### src/rtl/nsw_requant.sv
module nsw_requant #(
  parameter int IN_W  = 16,
  parameter int OUT_W = 13
) (
  input  logic                    clk,
  input  logic                    rst,
  input  logic                    smp_en,
  input  logic signed [IN_W-1:0]  din,
  output logic signed [OUT_W-1:0] dout,
  output logic                    dout_vld
);
  localparam int FRAC_W = IN_W - OUT_W;
  localparam int SUM_W  = IN_W + 1;

  logic [FRAC_W-1:0] rem_q;
  logic [SUM_W-1:0]  sum_w;
  logic              ovf_w;
  logic [IN_W-1:0]   sat_w;

  assign sum_w = {din[IN_W-1], din} + {{(SUM_W-FRAC_W){1'b0}}, rem_q};
  assign ovf_w = sum_w[SUM_W-1] ^ sum_w[SUM_W-2];
  assign sat_w = ovf_w ? {sum_w[SUM_W-1], {(IN_W-1){~sum_w[SUM_W-1]}}}
                       : sum_w[IN_W-1:0];

  always_ff @(posedge clk) begin
    if (rst) begin
      rem_q    <= '0;
      dout     <= '0;
      dout_vld <= 1'b0;
    end else begin
      dout_vld <= smp_en;
      if (smp_en) begin
        dout  <= sat_w[IN_W-1:FRAC_W];
        rem_q <= sat_w[FRAC_W-1:0];
      end
    end
  end
endmodule

### config.mk
export PLATFORM = sky130hd
export DESIGN_NAME = nsw_requant
export DESIGN_NICKNAME = d
export VERILOG_FILES = /design/src/rtl/nsw_requant.sv
export SDC_FILE = /design/constraint.sdc
export NUM_CORES = 1
export LEC_CHECK = 0
export ABC_CLOCK_PERIOD_IN_PS = 2100
export BUFFER_PORTS_ARGS = -buffer_cell sky130_fd_sc_hd__buf_4
export CORE_ASPECT_RATIO = 1.75
export CORE_MARGIN = 4
export CORE_UTILIZATION = 45
export DETAILED_ROUTE_END_ITERATION = 6
export MAX_ROUTING_LAYER = met4
export PLACE_DENSITY = 0.79
export SYNTH_ARGS = -nofsm -noshare
export SYNTH_HDL_FRONTEND = slang
export SYNTH_SLANG_ARGS = --single-unit
### constraint.sdc
create_clock -name clk -period 2.1 [get_ports clk]
set_input_delay 0.21 -clock clk [delete_from_list [all_inputs] [get_ports clk]]
set_output_delay 0.21 -clock clk [all_outputs]
set_load 0.01 [all_outputs]
[Word-level counts from Yosys, hierarchy flattened]
Index checks and enable logic that the tools add are counted.
Storage, ports and cells
  bits in registers: 17
  bits in latches: 0
  bits in writable memories: 0
  bits in read-only memories: 0
  bits of input ports: 19
  logic and storage cells: 7
  memories kept: 0
Operators by class
  add/subtract/negate cells: 1
  multipliers: 0
  divide/modulo/power cells: 0
  order comparisons: 0
  eq/ne operators: 0
  shift-type cells: 0
  mux-type cells: 1
  bitwise operators: 2
  reduce and logical (&&, ||, !) cells: 0
Operators by type and width (number)
  adder 16 x 4 -> 17 bit: 1
  2-to-1 mux 16 bit: 1
  inverter 1 bit: 1
  bitwise XOR 1 bit: 1

[Depth between registers and ports, before layout]
  depth after elaboration: 3
  gate-level depth with buffers: 8
  mapped depth without buffers: 7

[Worst setup path before layout]
OpenSTA, ideal clock, no wires.
  path kind: reg-to-reg
  start: register rem_q[0]
  end: register dout[2]
  setup time: 0.143 ns
  arrival time: 1.881 ns
  data required time: 1.957 ns
  path slack: 0.077 ns
  cell stages (with the launch flop): 8
  buffers on the path: 0
  cell sequence: dfxtp_1 > ha_1 > fa_1 > a21o_1 > a211oi_1 > nor2_1 > o21ai_0 > o221ai_1
On the way
  word-level cells in the longest chain between the ends: 3
  elaborated cells on any way between the ends: 4
Ends and longest elaborated chain
  start: declaration: line 15  | logic [FRAC_W-1:0] rem_q;
  start signal: assignment: line 34  | rem_q <= sat_w[FRAC_W-1:0];
  adder 16 x 4 -> 17 bit *: line 20  | assign sum_w = {din[IN_W-1], din} + {{(SUM_W-FRAC_W){1'b0}}, rem_q};
  bitwise XOR 1 bit or inverter 1 bit (tied branches): line 21, 22
  2-to-1 mux 16 bit *: line 22  | assign sat_w = ovf_w ? {sum_w[SUM_W-1], {(IN_W-1){~sum_w[SUM_W-1]}}}
  end signal: assignment: line 33  | dout <= sat_w[IN_W-1:FRAC_W];
  end: declaration: line 9  | output logic signed [OUT_W-1:0] dout,
Mark *: on every way between the ends. The rest lies on a longest branch, timed or not.
A chain may end at the register's enable or synchronous reset.

[Worst setup path after layout]
  start: register rem_q[0]
  end: register dout[4]
The elaborated chain is that of the path after synthesis.

==> results.json <==
{
  "grt_overflow": 0,
  "antenna_found_initial": 0,
  "cts_buffers": 3,
  "ys_seq_area_share_pct": 30.6,
  "num_vias": 1102,
  "post-route-util_pct": 63.1,
  "die_w_um": 45.6,
  "numPortBuffers": 32,
  "synthCells": 123,
  "dr.pass1.iters": 4,
  "avgRoutedWirePerCell_um": 15.5,
  "grt_pass1_wl_mm": 4.83,
  "p_leak_nw": 0.577,
  "yosysTopAreaCell": "dfxtp_1",
  "synthesis.area_um2": 1110,
  "post-route-min-period_ns": 1.96,
  "gp_congestion": 0.914,
  "setup_viol": 0,
  "relSlewSlack_pct": 72.9,
  "stdcell_count": 185,
  "cts_sinks": 17,
  "synth_cell_types": 38,
  "worst_ir_drop_vdd_mv": 0.327,
  "worstMarginPinSlew_ns": 0.405,
  "route.detailed.drc": 0,
  "yosys.area.top_type_share_pct": 30.6,
  "hp-class": "input pin to flop",
  "cp-end-kind": "flop",
  "die_area_um2": 3360,
  "crit_fanout": 9,
  "rsz0062_at_grt": "yes",
  "critical_path_class": "flop to flop",
  "synth_fp_nets": 146,
  "synthFlopType": "dfxtp_1",
  "clock.fmax_mhz": 509,
  "antenna_cells_inserted": 0,
  "first_iter_violations": 18,
  "root_buffer": "clkbuf_8",
  "synth_seq_cells": 17,
  "grt_max_degree": 23,
  "hold_viol_final": 0,
  "vias_per_cell": 5.96,
  "p_per_area_nw_per_um2": 581,
  "drive_above_1_share_pct": 39.4,
  "grt_pass1_vias": 1106,
  "layout.nets": 184,
  "dp_hpwl_mm": 2.21,
  "async_flop_share_pct": 0,
  "dpl.cell_count": 181,
  "start_util_pct": 47.7,
  "coreArea_um2": 2330,
  "die-height_um": 73.8,
  "max_cap_violations": 0,
  "ys_top_cells_by_area": "dfxtp_1 (31%), a211oi_2 (10%), nor2_1 (5.4%), xor2_1 (3.9%), ha_1 (3.4%)",
  "cts_tree": "yes",
  "worstSetupStartpointType": "flop",
  "finalClockSkew_ns": 0.00293,
  "ioPinCount": 33,
  "syn2layout_area_growth_pct": 32.2,
  "rows": 23,
  "synth-edff-count": 0,
  "status": "completed",
  "grt_usage_pct": 19.5,
  "post_cts_buffers": 0,
  "yosysWarnings": 0,
  "wl_mm": 2.87,
  "postRouteAntennaNets": 0,
  "worstPathRequired_ns": 2.24,
  "h-tree-depth": 1,
  "clkLatencyLatePin_ns": 0.25,
  "syn_area_per_cell_um2": 9.04,
  "cts_buffer_depth": 2,
  "slew_viol_final": 0,
  "crit_arrival_ns": 2.10,
  "fin_crit_sh_pct": 93.5,
  "path_clk_slew_ns": 0.07
}
==> cell type report <==
cell class	instances	area, µm²
Fill cell	216	861
Multi-Input combinational cell	102	762
Sequential cell	17	340
Timing Repair Buffer	37	290
Clock buffer	3	41.3
Tap cell	25	31.3
Clock inverter	1	5.00
==> registers in the layout, summed over array words and instances, names as in the netlist <==
register  flops
dout         13
rem_q         3
dout_vld      1
==> cells in the final DEF, fill, tap and decap left out, types with 2 or more instances in the layout <==
master,netlist,final
buf_4,0,36
dfxtp_1,17,17
nor2_1,16,16
a211oi_2,9,9
a21oi_1,7,6
nand2_1,5,5
xor2_1,5,5
nand2b_1,5,5
nor3_1,5,5
nand3_1,5,5
o21ai_0,4,4
o221ai_1,4,4
nand4_2,3,3
nor3b_1,3,3
xnor2_1,3,3
ha_1,3,3
clkbuf_8,0,3
a211oi_1,2,2
and3_1,2,2
nand4_1,2,2
==> power breakdown <==
group          switching (mW)  leakage (nW)  total, mW  internal [mW]
clock network           0.114        0.0255      0.246          0.132
logic                   0.129         0.410      0.246          0.117
registers              0.0136         0.141      0.361          0.347
==> path summary, 6_finish.rpt <==
path,start,end,slack [ns],cells after the start
worst max-delay path,rem_q[0],dout[4],0.14,8
worst min-delay path,rst,dout[0],0.24,2
worst max register to register,rem_q[0],dout[4],0.14,8
worst min register to register,dout[12],dout[12],0.48,2
==> worst max-delay path, stage by stage, from the launching register on <==
cell      delay [ns]
dfxtp_1         0.31
ha_1            0.21
fa_2            0.38
nand2_1         0.08
and4bb_2        0.24
o21ba_4         0.24
nor2b_2         0.16
buf_12          0.15
a31oi_1         0.07
==> metrics by stage <==
step                      total power [mW]  cell area, µm²  setup TNS, ns  hold WS (ns)  worst slack (ns)
after floorplan                      0.501            1110              0         0.301            0.0766
after detailed placement             0.611            1410        -0.0491         0.467           -0.0332
after global placement               0.603            1410              0         0.457            0.0281
after global routing                 0.905            1470        -0.0155         0.255           -0.0155
final                                0.854            1470              0         0.240             0.136
after CTS                            0.861            1460              0         0.233            0.0688
==> kinds of logic (layout without fill, tap and decap cells) <==
group | count (synthesis) | after routing | share of synthesized area [%]
buffers and inverters | 4 | 41 | 2.02
DFF | 17 | 17 | 30.6
adders and majority gates | 4 | 4 | 5.17
AOI/OAI and AO/OA | 33 | 33 | 25.5
xor gates and xnor gates | 8 | 8 | 6.30
and+or+nand+nor | 57 | 57 | 30.4
==> synth_stat cells (2+ instances only) <==
library cell,instances
nor4b_1,2
xor2_1,5
o221ai_1,4
ha_1,3
nand4_1,2
a21oi_1,7
xnor2_1,3
and3_1,2
clkbuf_1,3
nand3_1,5
nor3b_1,3
a211oi_2,9
nand4_2,3
nand2b_1,5
dfxtp_1,17
nor2_1,16
a211oi_1,2
nand2_1,5
nor3_1,5
o21ai_0,4
==> what timing repair did <==
| action | CTS | global route |
|---|---|---|
| gates resized for setup | 1 | 2 |
| hold buffers | 0 | 0 |
| endpoints found under the setup margin | 2 | 13 |
==> routing by layer <==
| metal | vias to the layer above | track usage [%] | share of wire, % |
|---|---|---|---|
| met3 | 4 | 2.45 | 3.3 |
| met5 | - | - | 0 |
| met2 | 23 | 34.1 | 57 |
| met4 | 0 | 6.84 | 1.1 |
| met1 | 535 | 21.7 | 39 |
| li1 | 540 | - | - |
No activity file was read; power rests on OpenSTA's default activity.
